`src/rtl/mgpio_pkg.sv`:
```
package mgpio_pkg;
  localparam int unsigned ADDR_W = 12;

  localparam logic [ADDR_W-1:0] OFS_DIR   = 12'h400;
  localparam logic [ADDR_W-1:0] OFS_SENSE = 12'h404;
  localparam logic [ADDR_W-1:0] OFS_BOTH  = 12'h408;
  localparam logic [ADDR_W-1:0] OFS_EVENT = 12'h40C;
  localparam logic [ADDR_W-1:0] OFS_IEN   = 12'h410;
  localparam logic [ADDR_W-1:0] OFS_RAW   = 12'h414;
  localparam logic [ADDR_W-1:0] OFS_MIS   = 12'h418;
  localparam logic [ADDR_W-1:0] OFS_CLR   = 12'h41C;

  typedef enum logic [3:0] {
    SEL_NONE, SEL_DATA, SEL_DIR, SEL_SENSE, SEL_BOTH,
    SEL_EVENT, SEL_IEN, SEL_RAW, SEL_MIS, SEL_CLR
  } reg_sel_e;
endpackage

```
`src/rtl/mgpio_sync.sv`:
```
module mgpio_sync #(
  parameter int unsigned NPINS  = 8,
  parameter int unsigned STAGES = 2
) (
  input  logic             clk_i,
  input  logic             rst_ni,
  input  logic [NPINS-1:0] pin_i,
  output logic [NPINS-1:0] sync_o,
  output logic [NPINS-1:0] prev_o
);
  // stage STAGES-1 is the synchronised value, stage STAGES its one-cycle delay
  logic [NPINS-1:0] stg_q [STAGES+1];

  for (genvar k = 0; k <= STAGES; k++) begin : g_stage
    if (k == 0) begin : g_first
      always_ff @(posedge clk_i or negedge rst_ni) begin
        if (!rst_ni) stg_q[k] <= '0;
        else         stg_q[k] <= pin_i;
      end
    end else begin : g_next
      always_ff @(posedge clk_i or negedge rst_ni) begin
        if (!rst_ni) stg_q[k] <= '0;
        else         stg_q[k] <= stg_q[k-1];
      end
    end
  end

  assign sync_o = stg_q[STAGES-1];
  assign prev_o = stg_q[STAGES];
endmodule

```
`src/rtl/mgpio_detect.sv`:
```
module mgpio_detect #(
  parameter int unsigned NPINS = 8
) (
  input  logic             clk_i,
  input  logic             rst_ni,
  input  logic [NPINS-1:0] sync_i,
  input  logic [NPINS-1:0] prev_i,
  input  logic [NPINS-1:0] sense_i,
  input  logic [NPINS-1:0] both_i,
  input  logic [NPINS-1:0] event_i,
  input  logic [NPINS-1:0] clr_i,
  output logic [NPINS-1:0] raw_o
);
  logic [NPINS-1:0] edge_q;
  logic [NPINS-1:0] hit;
  logic [NPINS-1:0] latch_set;

  for (genvar g = 0; g < NPINS; g++) begin : g_pin
    logic rise, fall;
    assign rise = sync_i[g] & ~prev_i[g];
    assign fall = ~sync_i[g] & prev_i[g];
    // both-edges overrides the polarity select
    assign hit[g] = both_i[g] ? (rise | fall) : (event_i[g] ? rise : fall);
    assign latch_set[g] = hit[g] & ~sense_i[g];

    // a new edge wins over a same-cycle clear
    always_ff @(posedge clk_i or negedge rst_ni) begin
      if (!rst_ni)           edge_q[g] <= 1'b0;
      else if (latch_set[g]) edge_q[g] <= 1'b1;
      else if (clr_i[g])     edge_q[g] <= 1'b0;
    end

    assign raw_o[g] = sense_i[g] ? ~(sync_i[g] ^ event_i[g]) : edge_q[g];
  end

  a_r6_edge_latch: assert property (@(posedge clk_i) disable iff (!rst_ni)
    (latch_set != '0) |=> ((edge_q & $past(latch_set)) == $past(latch_set)));

  a_r8_clear: assert property (@(posedge clk_i) disable iff (!rst_ni)
    (clr_i != '0) |=> ((edge_q & $past(clr_i & ~latch_set)) == '0));
endmodule

```
`src/rtl/mgpio_regs.sv`:
```
module mgpio_regs
  import mgpio_pkg::*;
#(
  parameter int unsigned NPINS = 8
) (
  input  logic              clk_i,
  input  logic              rst_ni,
  input  logic              bus_sel_i,
  input  logic              bus_we_i,
  input  logic [ADDR_W-1:0] bus_addr_i,
  input  logic [NPINS-1:0]  bus_wdata_i,
  output logic [NPINS-1:0]  bus_rdata_o,
  input  logic [NPINS-1:0]  sync_i,
  input  logic [NPINS-1:0]  raw_i,
  output logic [NPINS-1:0]  dir_o,
  output logic [NPINS-1:0]  sense_o,
  output logic [NPINS-1:0]  both_o,
  output logic [NPINS-1:0]  event_o,
  output logic [NPINS-1:0]  ien_o,
  output logic [NPINS-1:0]  clr_o,
  output logic [NPINS-1:0]  out_o
);
  localparam int unsigned MASK_MSB = NPINS + 1;

  logic [NPINS-1:0] pin_mask;
  logic             in_window;
  logic             wr;
  reg_sel_e         sel;

  logic [NPINS-1:0] dir_q, sense_q, both_q, event_q, ien_q, out_q;

  assign pin_mask  = bus_addr_i[MASK_MSB:2];
  assign in_window = (bus_addr_i[ADDR_W-1:MASK_MSB+1] == '0) && (bus_addr_i[1:0] == 2'b00);
  assign wr        = bus_sel_i & bus_we_i;

  always_comb begin
    sel = SEL_NONE;
    if (in_window) sel = SEL_DATA;
    else begin
      case (bus_addr_i)
        OFS_DIR:   sel = SEL_DIR;
        OFS_SENSE: sel = SEL_SENSE;
        OFS_BOTH:  sel = SEL_BOTH;
        OFS_EVENT: sel = SEL_EVENT;
        OFS_IEN:   sel = SEL_IEN;
        OFS_RAW:   sel = SEL_RAW;
        OFS_MIS:   sel = SEL_MIS;
        OFS_CLR:   sel = SEL_CLR;
        default:   sel = SEL_NONE;
      endcase
    end
  end

  always_ff @(posedge clk_i or negedge rst_ni) begin
    if (!rst_ni) begin
      dir_q   <= '0;
      sense_q <= '0;
      both_q  <= '0;
      event_q <= '0;
      ien_q   <= '0;
      out_q   <= '0;
    end else if (wr) begin
      case (sel)
        SEL_DATA:  out_q   <= (out_q & ~(pin_mask & dir_q)) | (bus_wdata_i & pin_mask & dir_q);
        SEL_DIR:   dir_q   <= bus_wdata_i;
        SEL_SENSE: sense_q <= bus_wdata_i;
        SEL_BOTH:  both_q  <= bus_wdata_i;
        SEL_EVENT: event_q <= bus_wdata_i;
        SEL_IEN:   ien_q   <= bus_wdata_i;
        default:   ;
      endcase
    end
  end

  assign clr_o = (wr && sel == SEL_CLR) ? bus_wdata_i : '0;

  always_comb begin
    bus_rdata_o = '0;
    if (bus_sel_i && !bus_we_i) begin
      case (sel)
        SEL_DATA:  bus_rdata_o = ((dir_q & out_q) | (~dir_q & sync_i)) & pin_mask;
        SEL_DIR:   bus_rdata_o = dir_q;
        SEL_SENSE: bus_rdata_o = sense_q;
        SEL_BOTH:  bus_rdata_o = both_q;
        SEL_EVENT: bus_rdata_o = event_q;
        SEL_IEN:   bus_rdata_o = ien_q;
        SEL_RAW:   bus_rdata_o = raw_i;
        SEL_MIS:   bus_rdata_o = raw_i & ien_q;
        default:   bus_rdata_o = '0;
      endcase
    end
  end

  assign dir_o   = dir_q;
  assign sense_o = sense_q;
  assign both_o  = both_q;
  assign event_o = event_q;
  assign ien_o   = ien_q;
  assign out_o   = out_q;

  a_r3_mask_write: assert property (@(posedge clk_i) disable iff (!rst_ni)
    (wr && sel == SEL_DATA) |=> (((out_q ^ $past(out_q)) & ~$past(pin_mask)) == '0));

  a_r4_input_hold: assert property (@(posedge clk_i) disable iff (!rst_ni)
    1'b1 |=> (((out_q ^ $past(out_q)) & ~$past(dir_q)) == '0));

  a_r10_cfg_stable: assert property (@(posedge clk_i) disable iff (!rst_ni)
    !wr |=> ($stable(dir_q) && $stable(ien_q) && $stable(sense_q)));
endmodule

```
`src/rtl/mgpio.sv`:
```
module mgpio
  import mgpio_pkg::*;
#(
  parameter int unsigned NPINS = 8
) (
  input  logic              clk_i,
  input  logic              rst_ni,
  input  logic              bus_sel_i,
  input  logic              bus_we_i,
  input  logic [ADDR_W-1:0] bus_addr_i,
  input  logic [NPINS-1:0]  bus_wdata_i,
  output logic [NPINS-1:0]  bus_rdata_o,
  input  logic [NPINS-1:0]  pin_i,
  output logic [NPINS-1:0]  pin_o,
  output logic [NPINS-1:0]  pin_oe_o,
  output logic              irq_o
);
  logic [NPINS-1:0] sync, prev, raw;
  logic [NPINS-1:0] dir, sense, both, evt, ien, clr, outv;

  mgpio_sync #(.NPINS(NPINS), .STAGES(2)) u_sync (
    .clk_i, .rst_ni, .pin_i, .sync_o(sync), .prev_o(prev)
  );

  mgpio_detect #(.NPINS(NPINS)) u_detect (
    .clk_i, .rst_ni, .sync_i(sync), .prev_i(prev), .sense_i(sense),
    .both_i(both), .event_i(evt), .clr_i(clr), .raw_o(raw)
  );

  mgpio_regs #(.NPINS(NPINS)) u_regs (
    .clk_i, .rst_ni, .bus_sel_i, .bus_we_i, .bus_addr_i, .bus_wdata_i,
    .bus_rdata_o, .sync_i(sync), .raw_i(raw), .dir_o(dir), .sense_o(sense),
    .both_o(both), .event_o(evt), .ien_o(ien), .clr_o(clr), .out_o(outv)
  );

  assign pin_o    = outv;
  assign pin_oe_o = dir;
  assign irq_o    = |(raw & ien);

  a_r9_irq_source: assert property (@(posedge clk_i) disable iff (!rst_ni)
    irq_o |-> (ien != '0));

  a_r4_oe_follows_write: assert property (@(posedge clk_i) disable iff (!rst_ni)
    (bus_sel_i && bus_we_i && bus_addr_i == OFS_DIR) |=> (pin_oe_o == $past(bus_wdata_i)));
endmodule

```
`config.mk`:
```
export PLATFORM = sky130hd
export DESIGN_NAME = mgpio
export DESIGN_NICKNAME = d
export VERILOG_FILES = /design/src/rtl/mgpio_pkg.sv /design/src/rtl/mgpio_sync.sv /design/src/rtl/mgpio_detect.sv /design/src/rtl/mgpio_regs.sv /design/src/rtl/mgpio.sv
export SDC_FILE = /design/constraint.sdc
export NUM_CORES = 1
export LEC_CHECK = 0
export BUFFER_PORTS_ARGS = -buffer_cell sky130_fd_sc_hd__buf_2
export CAP_MARGIN = 20
export CORE_MARGIN = 3
export CORE_UTILIZATION = 35
export DETAILED_ROUTE_END_ITERATION = 12
export PLACE_DENSITY = 0.63
export SYNTH_ARGS = -nofsm -noshare
export SYNTH_HDL_FRONTEND = slang
export SYNTH_SLANG_ARGS = --single-unit
```
`constraint.sdc`:
```
create_clock -name clk_i -period 4.25 [get_ports clk_i]
set_input_delay 0 -clock clk_i [delete_from_list [all_inputs] [get_ports clk_i]]
set_output_delay 0 -clock clk_i [all_outputs]
set_load 0.05 [all_outputs]
```
==> metrics.md <==
| Metric | Value |
|---|---|
| Pwr per Cell Area | 310.3 nW/um^2 |
| Post-Synth Adder-Cell Area | 0.04594 |
| Cells after synthesis | 390 |
| Fin util | 0.4347 |
| Clk buf depth | 2 |
| Clk_skew | 0.004172 ns |
| Number of CTS-inserted buffers | 9 |
| Status | complete, no violations |
| Vias in the first global route | 3386 |
| Row count | 40 |
| Drt pass-1 iters | 5 |
| Clock power share | 0.442 |
| Largest family of logic cells by synthesized area | multiplexers |
| Worst-margin pin slew | 1.086 ns |
| Post-Synth XOR/XNOR Area | 0.01608 |
| Via-per-instance ratio | 5.405 |
| DRT iter0 DRCs | 252 |
| Setup crit start kind | primary input |
| Mux cell area share after synthesis | 0.1688 |
| Slew margin rel. | 0.2701 |
| CP endpoint kind | flip-flop |
| Synthesized flop and latch total | 80 |
| Reg clk slew, reported paths | 0.06 ns |
| Count of cell types in the netlist | 53 |
| Worst skew pair latency | 0.35 ns |
| Worst vdd ir | 0.1520 mV |
| Compound-Gate Fraction of Synth Area | 0.1398 |
| Synth top area share | 0.4594 |
| Layout cells sized above 1 | 0.3156 |
| Post-synthesis sequential area ratio | 0.4594 |
| CP required | 4.47 ns |
| Via count | 3443 |
| Flop pwr share | 0.480 |
| Clk sinks | 80 |
| Initial core utilization | 0.3598 |
| DP HPWL | 7.937 mm |
| Final setup fails | 0 |
| Post-CTS sizing | 0 |
| Design Area, Final | 5265 um^2 |
| WL/cell | 18.33 um |
| Net count after synthesis | 438 |
| Asr flop ratio synth | 1.000 |
| Placed inst area | 4817 um^2 |
| LEAKAGE | 2.347 nW |
| Synth area leader | dfrtp_1 |
| Die H | 117.6 um |
| CP Max Fanout | 8 |
| CTS H-Tree Depth | 3 |
| DRT Wirelength | 11.68 mm |
| Crit share post-route | 0.5475 |
| ANT nets after route | 0 |
| Synth Flop Type | dfrtp_1 |
| Syn. warnings | 0 |
| Die ar. | 13830 um^2 |
| Setup TNS Final | 0 ns |
| Post-synth EDFFs | 0 |
| First-pass GRT wire length | 18.76 mm |
| Unrepaired setup endpoints after global routing | false |
| Avg Cell Area, Syn | 11.17 um^2 |
| Core area | 12110 um^2 |
| Setup Crit Path Kind | in -> reg |
| Net Sw Frac | 0.2369 |
| NetSw | 0.0003869 W |
| Fin. Hold Viols | 0 |
| Max Cap Viol | 0 |
| Critical path's slowest cell | or4_4 |
| Top cells by area, synth | dfrtp_1 (46%), mux2_2 (16%), ha_1 (4.6%) |
| Largest net degree at the start of global routing | 81 |
| Final Hold Slack | 0.0002706 ns |
| Simple-Gate Fraction of Synth Area | 0.1450 |
| IO buf count | 56 |
| Initial antenna violation count | 1 |
| Final net count | 513 |
| # DRC | 0 |
| Gr ovfl total | 0 |
| CTS tree | yes |
| Netlist Area Pre-Place | 4358 um^2 |
| Comb pwr share | 0.077 |
| RD Place Congestion | 0.9221 |
| Slew Viols, Final | 0 |
| ANT cells | 0 |
| WP data arrival | 2.55 ns |
| Max Clock Freq | 429.8 MHz |
| Max stage delay on crit path | 0.58 ns |
| Period minus WS final | 2.327 ns |
| Top Ports | 57 |
| Area grow syn2layout | 20.82% |
| Hold WC Path Type | in -> reg |
| Root buffer cell | clkbuf_16 |
| CP cell instances | buf_2 -> or4_4 -> nor3_2 -> a21oi_1 -> nor2_4 -> mux2_2 |
| Int Power | 0.001247 W |
| Die Wd | 117.6 um |
| Gr usage total | 0.1733 |
[flip-flops by register name, summed over array words and instances, names as in the netlist]
name	count
u_detect.edge_q	8
u_regs.event_o	8
u_sync.stg_q	8
u_regs.sense_o	8
u_regs.both_o	8
u_regs.ien_o	8
u_regs.dir_o	8
u_sync.sync_o	8
u_sync.prev_o	8
u_regs.out_o	8
[per-stage QoR]
step                cells  worst slack, ns  total power (W)
finish                637            1.923         0.001634
global route          637            1.796         0.001695
CTS                   636            1.942         0.001645
detailed placement    605            1.585        0.0009110
global placement      605            1.605        0.0009072
floorplan             390            2.133        0.0008484
[synthesized netlist by cell type, types with 4 or more instances]
library cell and number:
nand2_1 29, xnor2_1 5, dfrtp_1 80, nor2_1 9, inv_1 20, o2bb2ai_1 9, and3_1 4, mux2i_1 6
nand3_1 26, a22oi_1 4, o21ai_0 22, mux2_2 60, a21oi_1 8, a32oi_1 5, or3b_2 4, clkbuf_1 8
a31oi_1 12, nand2b_1 7, ha_1 16
[kinds of logic (layout without fill, tap and decap cells)]
family	Yosys count	after routing
simple gates	107	107
compound gates	84	84
flops	80	80
mux	66	66
buf+inv	29	108
fa+ha+maj	16	16
xor+xnor	8	8
[worst paths after layout]
kind / start / end / slack [ns] / cells past startpoint
worst min register to register: u_sync.stg_q[18] / u_sync.sync_o[2] / 0.35 / 0
max in group asynchronous: rst_ni / u_sync.sync_o[2] / 3.48 / 3
worst min-delay path: bus_wdata_i[0] / u_regs.out_o[0] / 0.0003 / 2
worst max register to register: u_sync.sync_o[3] / u_detect.edge_q[3] / 2.90 / 5
worst max-delay path: bus_addr_i[5] / u_regs.event_o[5] / 1.92 / 6
min in group asynchronous: rst_ni / u_sync.stg_q[19] / 0.16 / 2
[layer usage]
layer  track usage  part of all wire
met5             0           0.00060
met4       0.07766             0.023
met3       0.03460             0.065
met2        0.2533              0.45
met1        0.2485              0.46
[critical path, delay by kind of cell]
| family | cells | cell delay (ns) |
|---|---|---|
| simple gates | 3 | 1.60 |
| compound gates | 1 | 0.40 |
| mux | 1 | 0.39 |
| buf+inv | 1 | 0.15 |
[power groups by stage]
| stage | Clock, W | Sequential [W] | Combinational [W] |
|---|---|---|---|
| after floorplan | 0 | 0.000796 | 0.0000523 |
| after global placement | 0 | 0.000798 | 0.000110 |
| after detailed placement | 0 | 0.000798 | 0.000113 |
| after CTS | 0.000736 | 0.000784 | 0.000124 |
| after global routing | 0.000767 | 0.000786 | 0.000142 |
| final | 0.000723 | 0.000784 | 0.000126 |
[repair_timing]
item | in CTS | in global routing
hold buffers | 16 | 0
endpoints found under the hold margin | 126 | 0
setup buffers | 0 | 0
[cells in the final DEF, fill, tap and decap left out, types with 3 or more instances in the layout]
cell / instances
nor3b_1: 3
nand2b_1: 7
a21oi_1: 8
dfrtp_1: 80
buf_2: 55
ha_1: 16
xor2_1: 3
clkbuf_16: 9
clkbuf_1: 4
nor4_1: 3
or3b_2: 4
o2111ai_1: 3
inv_1: 20
mux2_2: 60
o21ai_0: 22
a22oi_1: 4
a32oi_1: 5
a31oi_1: 12
o211ai_1: 3
nor2_1: 9
nand3_1: 26
and3_1: 4
dlygate4sd3_1: 16
mux2i_1: 6
o2bb2ai_1: 9
a21boi_0: 3
nand2_1: 29
xnor2_1: 5
a21bo_2: 3
nor2b_1: 3
[final cells by class]
cell class / instances / area (um^2)
Clock buffer: 15 / 267.8
Inverter: 20 / 75.07
Fill cell: 1190 / 6847
Sequential cell: 80 / 2002
Tap cell: 168 / 210.2
Multi-Input combinational cell: 281 / 2247
Timing Repair Buffer: 73 / 462.9
No activity file was read; power rests on OpenSTA's default activity.
